**src/rtl/uwr_pkg.sv**
```systemverilog
package uwr_pkg;
  typedef enum logic [1:0] {
    RX_IDLE  = 2'd0,
    RX_START = 2'd1,
    RX_DATA  = 2'd2,
    RX_STOP  = 2'd3
  } rx_state_t;
endpackage

```
**src/rtl/uwr_sync_edge.sv**
```systemverilog
module uwr_sync_edge #(
  parameter int STAGES = 2
) (
  input  logic clk,
  input  logic rst_n,
  input  logic rxd,
  output logic line_s,
  output logic line_fall,
  output logic line_rise
);
  logic [STAGES-1:0] sync_q;
  logic [STAGES-1:0] sync_d;
  logic              prev_q;

  // Shift the raw line through the synchronizer chain.
  generate
    if (STAGES == 1) begin : g_one
      assign sync_d = rxd;
    end else begin : g_many
      assign sync_d = {sync_q[STAGES-2:0], rxd};
    end
  endgenerate

  always_ff @(posedge clk or negedge rst_n) begin
    if (!rst_n) begin
      sync_q <= '1;
      prev_q <= 1'b1;
    end else begin
      sync_q <= sync_d;
      prev_q <= sync_q[STAGES-1];
    end
  end

  assign line_s    = sync_q[STAGES-1];
  assign line_fall = prev_q & ~line_s;
  assign line_rise = ~prev_q & line_s;
endmodule

```
**src/rtl/uwr_frame.sv**
```systemverilog
module uwr_frame
  import uwr_pkg::*;
#(
  parameter int OVS    = 16,
  parameter int DATA_W = 8
) (
  input  logic              clk,
  input  logic              rst_n,
  input  logic              tick,
  input  logic              line_s,
  input  logic              line_fall,
  input  logic              hold_off,
  output logic              done,
  output logic              stop_ok,
  output logic [DATA_W-1:0] shift,
  output logic              idle
);
  localparam int CW   = (OVS > 1) ? $clog2(OVS) : 1;
  localparam int BW   = $clog2(DATA_W + 1);
  localparam int HALF = OVS / 2;

  rx_state_t         state_q, state_d;
  logic [CW-1:0]     cnt_q, cnt_d;
  logic [BW-1:0]     bit_q, bit_d;
  logic [DATA_W-1:0] sh_q, sh_d;

  always_comb begin
    state_d = state_q;
    cnt_d   = cnt_q;
    bit_d   = bit_q;
    sh_d    = sh_q;
    done    = 1'b0;
    stop_ok = 1'b0;
    case (state_q)
      RX_IDLE: begin
        if (line_fall && !hold_off) begin
          state_d = RX_START;
          cnt_d   = '0;
        end
      end
      RX_START: begin
        if (tick) begin
          if (cnt_q == CW'(HALF - 1)) begin
            cnt_d = '0;
            if (!line_s) begin
              state_d = RX_DATA;
              bit_d   = '0;
            end else begin
              state_d = RX_IDLE;
            end
          end else begin
            cnt_d = cnt_q + CW'(1);
          end
        end
      end
      RX_DATA: begin
        if (tick) begin
          if (cnt_q == CW'(OVS - 1)) begin
            cnt_d = '0;
            sh_d  = {line_s, sh_q[DATA_W-1:1]};
            if (bit_q == BW'(DATA_W - 1)) begin
              state_d = RX_STOP;
            end else begin
              bit_d = bit_q + BW'(1);
            end
          end else begin
            cnt_d = cnt_q + CW'(1);
          end
        end
      end
      RX_STOP: begin
        if (tick) begin
          if (cnt_q == CW'(OVS - 1)) begin
            done    = 1'b1;
            stop_ok = line_s;
            cnt_d   = '0;
            state_d = RX_IDLE;
          end else begin
            cnt_d = cnt_q + CW'(1);
          end
        end
      end
      default: state_d = RX_IDLE;
    endcase
  end

  always_ff @(posedge clk or negedge rst_n) begin
    if (!rst_n) begin
      state_q <= RX_IDLE;
      cnt_q   <= '0;
      bit_q   <= '0;
      sh_q    <= '0;
    end else begin
      state_q <= state_d;
      cnt_q   <= cnt_d;
      bit_q   <= bit_d;
      sh_q    <= sh_d;
    end
  end

  assign shift = sh_q;
  assign idle  = (state_q == RX_IDLE);
endmodule

```
**src/rtl/uwr_wake.sv**
```systemverilog
module uwr_wake (
  input  logic clk,
  input  logic rst_n,
  input  logic wake_set,
  input  logic rx_idle,
  input  logic line_fall,
  input  logic line_rise,
  output logic wake_en,
  output logic wake_evt
);
  logic en_q, en_d;
  logic seen_q, seen_d;

  always_comb begin
    en_d     = en_q;
    seen_d   = seen_q;
    wake_evt = 1'b0;
    if (en_q) begin
      if (!seen_q && line_fall) begin
        seen_d   = 1'b1;
        wake_evt = 1'b1;
      end else if (seen_q && line_rise) begin
        en_d   = 1'b0;
        seen_d = 1'b0;
      end
    end else if (wake_set && rx_idle) begin
      en_d   = 1'b1;
      seen_d = 1'b0;
    end
  end

  always_ff @(posedge clk or negedge rst_n) begin
    if (!rst_n) begin
      en_q   <= 1'b0;
      seen_q <= 1'b0;
    end else begin
      en_q   <= en_d;
      seen_q <= seen_d;
    end
  end

  assign wake_en = en_q;
endmodule

```
**src/rtl/uart_wake_rx.sv**
```systemverilog
module uart_wake_rx #(
  parameter int OVS         = 16,
  parameter int SYNC_STAGES = 2
) (
  input  logic       clk,
  input  logic       rst_n,
  input  logic       baud_tick,
  input  logic       rxd,
  input  logic       wake_set,
  input  logic       data_rd,
  output logic [7:0] rx_data,
  output logic       rx_irq,
  output logic       wake_en,
  output logic       rx_idle,
  output logic       frame_err
);
  localparam int DATA_W = 8;

  logic [1:0]        rst_sync_q;
  logic              rst_int_n;
  logic              line_s, line_fall, line_rise;
  logic              char_done, stop_ok, wake_evt, hold_off;
  logic [DATA_W-1:0] shift;
  logic [DATA_W-1:0] data_q, data_d;
  logic              irq_q, irq_d, ferr_q, ferr_d;

  // Reset asserts asynchronously and is released after two clock edges.
  always_ff @(posedge clk or negedge rst_n) begin
    if (!rst_n) rst_sync_q <= 2'b00;
    else        rst_sync_q <= {rst_sync_q[0], 1'b1};
  end
  assign rst_int_n = rst_sync_q[1];

  uwr_sync_edge #(.STAGES(SYNC_STAGES)) u_sync (
    .clk       (clk),
    .rst_n     (rst_int_n),
    .rxd       (rxd),
    .line_s    (line_s),
    .line_fall (line_fall),
    .line_rise (line_rise)
  );

  assign hold_off = wake_en | wake_set;

  uwr_frame #(.OVS(OVS), .DATA_W(DATA_W)) u_frame (
    .clk       (clk),
    .rst_n     (rst_int_n),
    .tick      (baud_tick),
    .line_s    (line_s),
    .line_fall (line_fall),
    .hold_off  (hold_off),
    .done      (char_done),
    .stop_ok   (stop_ok),
    .shift     (shift),
    .idle      (rx_idle)
  );

  uwr_wake u_wake (
    .clk       (clk),
    .rst_n     (rst_int_n),
    .wake_set  (wake_set),
    .rx_idle   (rx_idle),
    .line_fall (line_fall),
    .line_rise (line_rise),
    .wake_en   (wake_en),
    .wake_evt  (wake_evt)
  );

  always_comb begin
    data_d = data_q;
    irq_d  = irq_q;
    ferr_d = ferr_q;
    if (char_done) begin
      data_d = shift;
      ferr_d = ~stop_ok;
    end else if (wake_evt) begin
      data_d = '0;
    end
    if (char_done || wake_evt) irq_d = 1'b1;
    else if (data_rd)          irq_d = 1'b0;
  end

  always_ff @(posedge clk or negedge rst_int_n) begin
    if (!rst_int_n) begin
      data_q <= '0;
      irq_q  <= 1'b0;
      ferr_q <= 1'b0;
    end else begin
      data_q <= data_d;
      irq_q  <= irq_d;
      ferr_q <= ferr_d;
    end
  end

  assign rx_data   = data_q;
  assign rx_irq    = irq_q;
  assign frame_err = ferr_q;
endmodule

```
**config.mk**
```make
export PLATFORM = sky130hd
export DESIGN_NAME = uart_wake_rx
export DESIGN_NICKNAME = d
export VERILOG_FILES = /design/src/rtl/uwr_pkg.sv /design/src/rtl/uwr_sync_edge.sv /design/src/rtl/uwr_frame.sv /design/src/rtl/uwr_wake.sv /design/src/rtl/uart_wake_rx.sv
export SDC_FILE = /design/constraint.sdc
export NUM_CORES = 1
export LEC_CHECK = 0
export ABC_AREA = 1
export BUFFER_PORTS_ARGS = -buffer_cell sky130_fd_sc_hd__clkbuf_2
export CAP_MARGIN = 10
export CORE_ASPECT_RATIO = 0.7
export CORE_MARGIN = 4
export CORE_UTILIZATION = 60
export CTS_BUF_LIST = sky130_fd_sc_hd__clkbuf_8
export DETAILED_ROUTE_END_ITERATION = 6
export PLACE_DENSITY_LB_ADDON = 0.2
export SYNTH_ARGS = -nofsm -noshare
export SYNTH_HDL_FRONTEND = slang
export SYNTH_HIERARCHICAL = 1
export SYNTH_SLANG_ARGS = --single-unit
```
**constraint.sdc**
```tcl
create_clock -name clk -period 2.08 [get_ports clk]
set_clock_uncertainty 0.15 [all_clocks]
set_input_delay 0.104 -clock clk [delete_from_list [all_inputs] [get_ports clk]]
set_output_delay 0.104 -clock clk [all_outputs]
set_load 0.005 [all_outputs]
```
==> flow_metrics.env <==
export IMPL_grt_usage=0.2026
export IMPL_die_x_um=70.99
export IMPL_status="complete, no violations"
export IMPL_max_freq_ghz=0.6103
export IMPL_critical_path_arrival_ns=1.66
export IMPL_wirelength_mm=3.155
export IMPL_syn_area_um2=1667
export IMPL_yosysWarnings=6
export IMPL_tns_ns=0
export IMPL_ant_nets=0
export IMPL_pre_cts_ws_ns=0.4802
export IMPL_die_h_um=52.10
export IMPL_rr_worst_depth=7
export IMPL_cpPeakStageDelay_ns=0.53
export IMPL_syn_avg_cell_area_um2=8.818
export IMPL_grt_max_degree=34
export IMPL_synthTopCellsByArea="dfrtp_1 (48%), nand2_1 (14%), dfstp_2 (4.7%), inv_1 (3.8%), nand3_1 (3.6%)"
export IMPL_cpMostUsedCell="nand2_1"
export IMPL_drive_above_1_share=0.2477
export IMPL_final_cell_area_um2=1907
export IMPL_dp_hpwl_mm=2.166
export IMPL_seq_area_frac_synth=0.5278
export IMPL_final_cell_mix="nand2_1 (63), dfrtp_1 (32), inv_1 (19), clkbuf_2 (17), nand3_1 (12)"
export IMPL_grt_pass1_wl_mm=5.554
export IMPL_path_clk_slew_ns=0.07
export IMPL_finalSetupViolCount=0
export IMPL_drt_initial_drc_count=111
export IMPL_io_pin_count=18
export IMPL_clockBufferDepth=2
export IMPL_routedWlPerCell_um=12.52
export IMPL_path_cells="dlygate4sd3_1 > clkbuf_2 > or2_2 > inv_1 > nand2_1 > nand2_1 > nand2_2 > nor2_4 > nand3_1 > nand2_1 > nand2_1"
export IMPL_min_period_ns=1.639
export IMPL_area_growth_pct=14.41
export IMPL_die_area_um2=3698
export IMPL_period_share=0.7878
export IMPL_clock_sinks=35
export IMPL_finalNetCount=225
export IMPL_finalWorstSetupSlack_ns=0.4415
export IMPL_power_leakage_uw=0.001024
export IMPL_end_kind="register"
export IMPL_crit_family="simple AND/OR/NAND/NOR gates"
export IMPL_vias=1334
export IMPL_ir_worst_vdd_mv=0.6537
export IMPL_path_max_fanout=4
export IMPL_ys_seq_elements=35
export IMPL_drt_pass1_iter_count=4
export IMPL_timing_rr_start="u_frame/cnt_q[0]"
export IMPL_core_um2=2552
export IMPL_num_rows=15
export IMPL_cp_num_buf_inv=3
export IMPL_overflow=0
export IMPL_cts_inserted_buffers=5
export IMPL_clock_latency_ns=0.29
export IMPL_synth_fp_nets=197
export IMPL_synthCells=189
export IMPL_hold_violations=0
export IMPL_final_common_cell="nand2_1"
export IMPL_holdWs_ns=0.02283
export IMPL_r2r_setup_slack_ns=0.44
export IMPL_p_per_area_nw_per_um2=1150
export IMPL_n_antenna_cell=0
export IMPL_utilization=0.7471
export IMPL_cap_violations=0
export IMPL_start_kind="primary input"
export IMPL_cts_tree="yes"
export IMPL_start_util=0.6529
export IMPL_rsz0062_at_grt="false"
export IMPL_antenna_found_initial=0
export IMPL_gp_congestion=0.8576
export IMPL_htree_levels=2
export IMPL_synthDistinctLibCells=28
export IMPL_path_class="in -> reg"
export IMPL_min_to="u_frame/cnt_q[2]"
export IMPL_min_from="baud_tick"
export IMPL_cts_resized=0
export IMPL_synth_area_leader_cell="dfrtp_1"
export IMPL_maxSlewViolCount=0
export IMPL_first_global_vias=1220
export IMPL_port_buffers=17
export IMPL_drc=0
export IMPL_slowest_stage="dlygate4sd3_1"
export IMPL_worst_hold_path_type="in -> reg"
export IMPL_r2r_end="rx_data[3]"
export IMPL_cts_root_buf="clkbuf_8"
export IMPL_dpl_cell_area_um2=1775
export IMPL_critPathRequiredTime_ns=2.11
export IMPL_synth_top_area_share=0.4805
export IMPL_avgViaCountPerCell=5.294
export IMPL_worstHoldPathCells=4
==> final cells by class <==
class / count / area, um^2
Timing Repair Buffer: 24 / 150.1
Inverter: 20 / 75.07
Tap cell: 34 / 42.54
Multi-Input combinational cell: 131 / 678.2
Fill cell: 191 / 645.6
Clock buffer: 5 / 68.82
Clock inverter: 3 / 12.51
Sequential cell: 35 / 879.6
==> registers in the layout, summed over array words and instances, names as in the netlist, 2 cells and up, named ones only <==
name / count
u_frame/shift: 8
rx_data: 8
u_frame/bit_q: 4
rst_sync_q: 2
u_frame/cnt_q: 4
u_sync/sync_q: 2
==> worst register-to-register path, delay by kind of cell (launching register included) <==
| kind | cells | cell delay [ns] |
|---|---|---|
| buf+inv | 1 | 0.18 |
| flops | 1 | 0.41 |
| fa+ha+maj | 1 | 0.25 |
| simple gates | 5 | 0.59 |
==> per-stage QoR <==
step                instances  total power [uW]
floorplan                 189              1573
global placement          239              1685
detailed placement        239              1735
CTS                       252              2204
global route              252              2374
finish                    252              2193
==> synthesized netlist by cell type (all sizes together) <==
cell    count
conb        1
o21ai       8
ha          2
nor3        1
nor2       15
or2         1
nand4       1
o211ai      1
nand2      73
a21oi       6
xor2        1
inv        20
dfstp       3
o21a        1
nor4        1
dfrtp      32
nand3      16
a22o        1
nor3b       1
nand3b      1
buf         3
==> power by group <==
part | total [uW] | internal (uW) | switching, uW
Sequential | 994 | 828 | 165
Clock | 453 | 225 | 229
Combinational | 746 | 271 | 475
==> kinds of logic after synthesis <==
group           count (synthesis)  share of synthesized area
compound gates                 17                    0.05931
flops                          35                     0.5278
other cells                     1                   0.002250
xor+xnor                        1                   0.005256
buf+inv                        23                    0.06531
fa+ha+maj                       2                    0.01501
simple gates                  110                     0.3251
==> worst max-delay path by stage <==
stage / endpoint / startpoint / cells past startpoint
floorplan: frame_err / u_frame/cnt_q[0] / 6
global placement: rx_irq / u_frame/cnt_q[0] / 6
detailed placement: u_frame/bit_q[2] / register / 7
CTS: rx_data[3] / u_frame/cnt_q[0] / 7
global route: register / u_sync/prev_q / 9
finish: register / wake_set / 11
==> per-layer routing <==
layer,up-vias,GRT usage,wire length (um)
li1,650,-,-
met1,631,0.2540,1432
met4,0,0.1063,62
met3,12,0.07529,201
met5,-,0,0
met2,41,0.3077,1458
==> repair_timing <==
| item | in CTS | in global routing |
|---|---|---|
| setup buffers | 0 | 0 |
| endpoints found under the hold margin | 6 | 0 |
| hold buffers | 5 | 0 |
(Power assumes the default switching activity.)
